--- src/rtl/irq_agg_pkg.sv ---
package irq_agg_pkg;

  // Register indices (byte address >> 2); software depends on these values.
  localparam int IdxIrqStat  = 0;
  localparam int IdxRawA     = 1;
  localparam int IdxIrqSet   = 2;
  localparam int IdxIrqClr   = 3;
  localparam int IdxSwSet    = 4;
  localparam int IdxSwClr    = 5;
  localparam int IdxFiqStat  = 8;
  localparam int IdxRawB     = 9;
  localparam int IdxFiqSet   = 10;
  localparam int IdxFiqClr   = 11;

  // Write strobes from decode to datapath.
  typedef struct packed {
    logic irqSet;
    logic irqClr;
    logic fiqSet;
    logic fiqClr;
    logic swSet;
    logic swClr;
  } agg_strobe_t;

  // Read source selection.
  typedef enum logic [2:0] {
    SelNone    = 3'd0,
    SelIrqStat = 3'd1,
    SelRaw     = 3'd2,
    SelIrqEn   = 3'd3,
    SelSw      = 3'd4,
    SelFiqStat = 3'd5,
    SelFiqEn   = 3'd6
  } read_sel_e;

endpackage

--- src/rtl/irq_agg_ctrl.sv ---
module irq_agg_ctrl
  import irq_agg_pkg::*;
#(
  parameter int ADDR_W = 8
) (
  input  logic              clk,
  input  logic              rstN,
  input  logic [ADDR_W-1:0] addr,
  input  logic              wrEn,
  output agg_strobe_t       strb,
  output read_sel_e         rdSel
);

  localparam int IDX_W = ADDR_W - 2;

  localparam logic [IDX_W-1:0] I_IRQ_STAT = IDX_W'(IdxIrqStat);
  localparam logic [IDX_W-1:0] I_RAW_A    = IDX_W'(IdxRawA);
  localparam logic [IDX_W-1:0] I_IRQ_SET  = IDX_W'(IdxIrqSet);
  localparam logic [IDX_W-1:0] I_IRQ_CLR  = IDX_W'(IdxIrqClr);
  localparam logic [IDX_W-1:0] I_SW_SET   = IDX_W'(IdxSwSet);
  localparam logic [IDX_W-1:0] I_SW_CLR   = IDX_W'(IdxSwClr);
  localparam logic [IDX_W-1:0] I_FIQ_STAT = IDX_W'(IdxFiqStat);
  localparam logic [IDX_W-1:0] I_RAW_B    = IDX_W'(IdxRawB);
  localparam logic [IDX_W-1:0] I_FIQ_SET  = IDX_W'(IdxFiqSet);
  localparam logic [IDX_W-1:0] I_FIQ_CLR  = IDX_W'(IdxFiqClr);

  // word index; the byte lane bits take no part in decode.
  logic [IDX_W-1:0] regIdx;
  assign regIdx = addr[ADDR_W-1:2];

  // Write decode: only writable indices raise a strobe.
  always_comb begin
    strb = '0;
    if (wrEn) begin
      case (regIdx)
        I_IRQ_SET: strb.irqSet = 1'b1;
        I_IRQ_CLR: strb.irqClr = 1'b1;
        I_FIQ_SET: strb.fiqSet = 1'b1;
        I_FIQ_CLR: strb.fiqClr = 1'b1;
        I_SW_SET:  strb.swSet  = 1'b1;
        I_SW_CLR:  strb.swClr  = 1'b1;
        default:   strb        = '0;
      endcase
    end
  end

  // Read decode: clear-only and unknown indices select nothing.
  always_comb begin
    case (regIdx)
      I_IRQ_STAT: rdSel = SelIrqStat;
      I_RAW_A:    rdSel = SelRaw;
      I_RAW_B:    rdSel = SelRaw;
      I_IRQ_SET:  rdSel = SelIrqEn;
      I_SW_SET:   rdSel = SelSw;
      I_FIQ_STAT: rdSel = SelFiqStat;
      I_FIQ_SET:  rdSel = SelFiqEn;
      default:    rdSel = SelNone;
    endcase
  end

  // at most one write strobe per cycle.
  a_r7_one_strobe: assert property (@(posedge clk) disable iff (!rstN)
    $onehot0(strb));

  // status indices never produce a write strobe.
  a_r7_status_no_write: assert property (@(posedge clk) disable iff (!rstN)
    (wrEn && (regIdx == I_IRQ_STAT || regIdx == I_RAW_A ||
              regIdx == I_FIQ_STAT || regIdx == I_RAW_B)) |-> (strb == '0));

endmodule

--- src/rtl/irq_agg_datapath.sv ---
module irq_agg_datapath
  import irq_agg_pkg::*;
#(
  parameter int NUM_SRC = 32,
  parameter int DATA_W  = 32
) (
  input  logic               clk,
  input  logic               rstN,
  input  agg_strobe_t        strb,
  input  read_sel_e          rdSel,
  input  logic [DATA_W-1:0]  wrData,
  input  logic [NUM_SRC-1:0] srcIn,
  output logic [DATA_W-1:0]  rdData,
  output logic               irqOut,
  output logic               fiqOut
);

  localparam int PAD_W = DATA_W - NUM_SRC;

  logic [NUM_SRC-1:0] levelQ;
  logic [NUM_SRC-1:0] irqEnQ;
  logic [NUM_SRC-1:0] fiqEnQ;
  logic               swQ;
  logic               armedQ;
  logic [NUM_SRC-1:0] wrBits;
  logic [NUM_SRC-1:0] rawEff;
  logic [NUM_SRC-1:0] rdNarrow;

  assign wrBits = wrData[NUM_SRC-1:0];

  // sampled source levels.
  always_ff @(posedge clk or negedge rstN) begin
    if (!rstN) levelQ <= '0;
    else       levelQ <= srcIn;
  end

  // set and clear enables.
  always_ff @(posedge clk or negedge rstN) begin
    if (!rstN) begin
      irqEnQ <= '0;
      fiqEnQ <= '0;
    end else begin
      if (strb.irqSet)      irqEnQ <= irqEnQ | wrBits;
      else if (strb.irqClr) irqEnQ <= irqEnQ & ~wrBits;
      if (strb.fiqSet)      fiqEnQ <= fiqEnQ | wrBits;
      else if (strb.fiqClr) fiqEnQ <= fiqEnQ & ~wrBits;
    end
  end

  // software latch for source 0; data value ignored.
  always_ff @(posedge clk or negedge rstN) begin
    if (!rstN)           swQ <= 1'b0;
    else if (strb.swSet) swQ <= 1'b1;
    else if (strb.swClr) swQ <= 1'b0;
  end

  // Marks that the previous edge was already out of reset.
  always_ff @(posedge clk or negedge rstN) begin
    if (!rstN) armedQ <= 1'b0;
    else       armedQ <= 1'b1;
  end

  // latch ORed with hardware input 0.
  assign rawEff = levelQ | {{(NUM_SRC-1){1'b0}}, swQ};

  // request lines.
  assign irqOut = |(rawEff & irqEnQ);
  assign fiqOut = |(rawEff & fiqEnQ);

  // read mux.
  always_comb begin
    case (rdSel)
      SelIrqStat: rdNarrow = rawEff & irqEnQ;
      SelRaw:     rdNarrow = rawEff;
      SelIrqEn:   rdNarrow = irqEnQ;
      SelSw:      rdNarrow = {{(NUM_SRC-1){1'b0}}, swQ};
      SelFiqStat: rdNarrow = rawEff & fiqEnQ;
      SelFiqEn:   rdNarrow = fiqEnQ;
      default:    rdNarrow = '0;
    endcase
  end

  generate
    if (PAD_W > 0) begin : g_pad
      assign rdData = {{PAD_W{1'b0}}, rdNarrow};
    end else begin : g_nopad
      assign rdData = rdNarrow;
    end
  endgenerate

  // level vector follows inputs one edge late.
  a_r1_level_follow: assert property (@(posedge clk) disable iff (!rstN)
    armedQ |-> (levelQ == $past(srcIn)));

  // set ORs in the written bits.
  a_r3_irq_set: assert property (@(posedge clk) disable iff (!rstN)
    (armedQ && $past(strb.irqSet)) |-> (irqEnQ == ($past(irqEnQ) | $past(wrBits))));

  // clear removes the written bits.
  a_r3_irq_clr: assert property (@(posedge clk) disable iff (!rstN)
    (armedQ && $past(strb.irqClr)) |-> (irqEnQ == ($past(irqEnQ) & ~$past(wrBits))));

  // fast-line set and clear.
  a_r4_fiq_set: assert property (@(posedge clk) disable iff (!rstN)
    (armedQ && $past(strb.fiqSet)) |-> (fiqEnQ == ($past(fiqEnQ) | $past(wrBits))));
  a_r4_fiq_clr: assert property (@(posedge clk) disable iff (!rstN)
    (armedQ && $past(strb.fiqClr)) |-> (fiqEnQ == ($past(fiqEnQ) & ~$past(wrBits))));

  // masks hold when not targeted.
  a_r7_irq_hold: assert property (@(posedge clk) disable iff (!rstN)
    (armedQ && !$past(strb.irqSet) && !$past(strb.irqClr)) |-> $stable(irqEnQ));
  a_r7_fiq_hold: assert property (@(posedge clk) disable iff (!rstN)
    (armedQ && !$past(strb.fiqSet) && !$past(strb.fiqClr)) |-> $stable(fiqEnQ));

  // latch obeys its strobes.
  a_r5_sw_set: assert property (@(posedge clk) disable iff (!rstN)
    (armedQ && $past(strb.swSet)) |-> swQ);
  a_r5_sw_clr: assert property (@(posedge clk) disable iff (!rstN)
    (armedQ && $past(strb.swClr)) |-> !swQ);

endmodule

--- src/rtl/irq_dual_aggregator.sv ---
module irq_dual_aggregator
  import irq_agg_pkg::*;
#(
  parameter int NUM_SRC = 32,
  parameter int DATA_W  = 32,
  parameter int ADDR_W  = 8
) (
  input  logic               clk,
  input  logic               rstN,
  input  logic [ADDR_W-1:0]  addr,
  input  logic               wrEn,
  input  logic [DATA_W-1:0]  wrData,
  output logic [DATA_W-1:0]  rdData,
  input  logic [NUM_SRC-1:0] srcIn,
  output logic               irqOut,
  output logic               fiqOut
);

  agg_strobe_t strb;
  read_sel_e   rdSel;

  irq_agg_ctrl #(
    .ADDR_W(ADDR_W)
  ) u_ctrl (
    .clk   (clk),
    .rstN  (rstN),
    .addr  (addr),
    .wrEn  (wrEn),
    .strb  (strb),
    .rdSel (rdSel)
  );

  irq_agg_datapath #(
    .NUM_SRC(NUM_SRC),
    .DATA_W (DATA_W)
  ) u_datapath (
    .clk    (clk),
    .rstN   (rstN),
    .strb   (strb),
    .rdSel  (rdSel),
    .wrData (wrData),
    .srcIn  (srcIn),
    .rdData (rdData),
    .irqOut (irqOut),
    .fiqOut (fiqOut)
  );

endmodule

--- config.mk ---
export PLATFORM = sky130hd
export DESIGN_NAME = irq_dual_aggregator
export DESIGN_NICKNAME = d
export VERILOG_FILES = /design/src/rtl/irq_agg_pkg.sv /design/src/rtl/irq_agg_ctrl.sv /design/src/rtl/irq_agg_datapath.sv /design/src/rtl/irq_dual_aggregator.sv
export SDC_FILE = /design/constraint.sdc
export NUM_CORES = 1
export LEC_CHECK = 0
export ABC_AREA = 0
export BUFFER_PORTS_ARGS = -buffer_cell sky130_fd_sc_hd__buf_2
export CORE_MARGIN = 3
export CORE_UTILIZATION = 59
export DETAILED_ROUTE_END_ITERATION = 16
export GPL_TIMING_DRIVEN = 1
export PLACE_DENSITY = 0.86
export SETUP_SLACK_MARGIN = 0.5
export SYNTH_ARGS = -nofsm -noshare
export SYNTH_HDL_FRONTEND = slang
export SYNTH_SLANG_ARGS = --single-unit
export TNS_END_PERCENT = 20
--- constraint.sdc ---
create_clock -name clk -period 2.7 [get_ports clk]
set_input_delay 0.27 -clock clk [delete_from_list [all_inputs] [get_ports clk]]
set_output_delay 0.27 -clock clk [all_outputs]
set_load 0.02 [all_outputs]
==> results.json <==
{
  "routed_wirelength_um": 15000,
  "hpwl_um": 9840,
  "io_pins": 109,
  "multi_input_area_um2": 2230,
  "drive_above_1_share_pct": 23.8,
  "antenna_cells": 0,
  "die_area_um2": 9430,
  "initial_core_util_pct": 62.1,
  "num_vias": 4867,
  "ys_ff_latch": 97,
  "cp-end-kind": "output pin",
  "synth_area_leaders": "dfrtp_1 (50%), o21ai_0 (8.5%), o31ai_1 (7.4%)",
  "grt_pass1_wl_um": 23900,
  "cp_max_fo": 3,
  "htreeDepth": 3,
  "cts_inserted_buffers": 9,
  "synth_cell_type_count": 30,
  "routed_via_density": 6.88,
  "outcome": "finished clean",
  "max_freq_mhz": 475,
  "powerDensity_nw_per_um2": 575,
  "synthToLayoutAreaGrowth_pct": 22.1,
  "drt.antenna.violating_nets": 0,
  "pre_cts_ws_ps": 608,
  "syn_nets": 563,
  "clk_pin_slew_worst_paths_ps": 100,
  "nets": 675,
  "synth_enable_flop_cells": 0,
  "grt_remaining_overflow": 0,
  "netlist_top_cells_count": "dfrtp_1 (97), o21ai_0 (83), o31ai_1 (48)",
  "cts_tree": "built",
  "async_flop_share_pct": 100,
  "start_kind": "flop",
  "period_share_pct": 78.0,
  "relSlewSlack_pct": 53.5,
  "p_total_w": 0.00344,
  "drtPass1Iterations": 5,
  "coreArea_um2": 7890,
  "finalMaxSlewViolations": 0,
  "drt_iter0_drc": 535,
  "clockBufferDepth": 2,
  "leakage_nw": 2.54,
  "post_drt_wl_per_cell_um": 21.2,
  "syn_area_per_cell_um2": 10.0,
  "ys_warn_count": 0,
  "synth_cells": 488,
  "final.setup.worst_slack_ps": 594,
  "fin_crit_ps": 2110,
  "drv_cap": 0,
  "root_buffer": "clkbuf_8",
  "ys_seq_area_share_pct": 49.6,
  "yosysMostFrequentCell": "dfrtp_1",
  "grt_pass1_vias": 4757,
  "drc": 0,
  "antenna_found_initial": 0,
  "tightest_slew_ps": 698,
  "fp.dieW_um": 97.1,
  "synth_top_area_share_pct": 49.6,
  "portBuffers": 106,
  "clock_latency_ps": 360,
  "setup-violations-final": 0,
  "hold_viol": 0,
  "hold_path_class": "input port to flop",
  "critPathRequiredTime_ps": 2430,
  "gp_congestion": 0.883,
  "synth_area_um2": 4900,
  "grtUsageTotal_pct": 31.2,
  "hold_ws_ps": 11.3,
  "fin_skew_ps": 0,
  "grt_max_degree": 55,
  "cp.arrival_ps": 1840,
  "regArea_um2": 2430,
  "synth_largest_area_cell": "dfrtp_1",
  "cts_sinks": 97,
  "num_rows": 32,
  "crit_type": "flop to output pin",
  "fill_cells": 531,
  "rsz0062_at_grt": "true",
  "synth-main-ff-cell": "dfrtp_1",
  "vdd_drop_max_uv": 351,
  "fp.dieH_um": 97.1,
  "fin_setup_tns_ps": 0
}
routing by layer:
layer  GRT usage (%)  wire [µm]  up-vias
met5               0          0        -
met2            51.1       7340      314
met1            42.1       5790     2338
li1                -          -     2171
met3            6.32       1450       44
met4            9.29        406        0
power breakdown:
part	internal, W	switching, W	leakage (nW)
logic	0.000291	0.000358	1.21
clock network	0.000438	0.000550	0.0977
registers	0.00162	0.000177	1.23
total	0.00235	0.00109	2.54
critical path: stages (launching register included):
cell and delay [ps]:
dfrtp_1 430, a22oi_2 240, nand4_1 210, nor4_2 300, nand2_1 100, buf_2 180
cells in the final DEF (no fill, tap or decap), types with 3 or more instances in the layout:
cell type,instances
a21oi_1,32
a22oi_1,27
a2bb2oi_1,29
a31oi_1,17
a41oi_1,16
buf_12,3
buf_2,105
buf_4,13
clkbuf_8,9
dfrtp_1,97
dlygate4sd3_1,30
nand2_1,30
nand3_1,3
nand4_1,6
o21ai_0,81
o2bb2ai_1,30
o31ai_1,48
logic make-up (layout without fill, tap and decap cells):
family,after synthesis,in the layout,share of synthesized area [%]
AO/OA/AOI/OAI,290,290,40.2
flip-flops,97,97,49.6
buffers and inverters,51,168,5.14
AND/OR/NAND/NOR,49,49,4.88
multiplexers,1,1,0.230
final cells by class:
class | count | share of cell area, %
flip-flops and latches | 97 | 40.6
multi-input cells | 340 | 37.4
repair buffers | 151 | 16.4
well taps | 102 | 2.13
clock buffers | 9 | 2.07
clock inverters | 7 | 1.32
inverters | 1 | 0.0628
worst paths after layout:
check | start | to | slack, ps | cells past startpoint
worst max register to register | flop | flop | 1870 | 2
worst max-delay path | u_datapath.levelQ[3] | fiqOut | 590 | 5
min in group asynchronous | rstN | asynchronous set/reset pin | 440 | 2
worst min-delay path | srcIn[21] | u_datapath.levelQ[21] | 10 | 1
max in group asynchronous | rstN | asynchronous set/reset pin | 1590 | 3
worst min register to register | flop | flop | 550 | 2
per-stage QoR:
step	area (µm²)	std cells	utilization, %
global placement	5470	661	69.3
CTS	5950	705	75.4
floorplan	4900	488	-
global route	5980	707	75.8
finish	5980	707	75.8
detailed placement	5470	661	69.3
timing repair:
item,4_1_cts,5_1_grt
endpoints found under the setup margin,0,2
buffers inserted,0,0
hold buffers,28,2
gates resized for setup,0,4
endpoints found under the hold margin,70,2
Note: power is estimated with default switching activity, not from simulation.
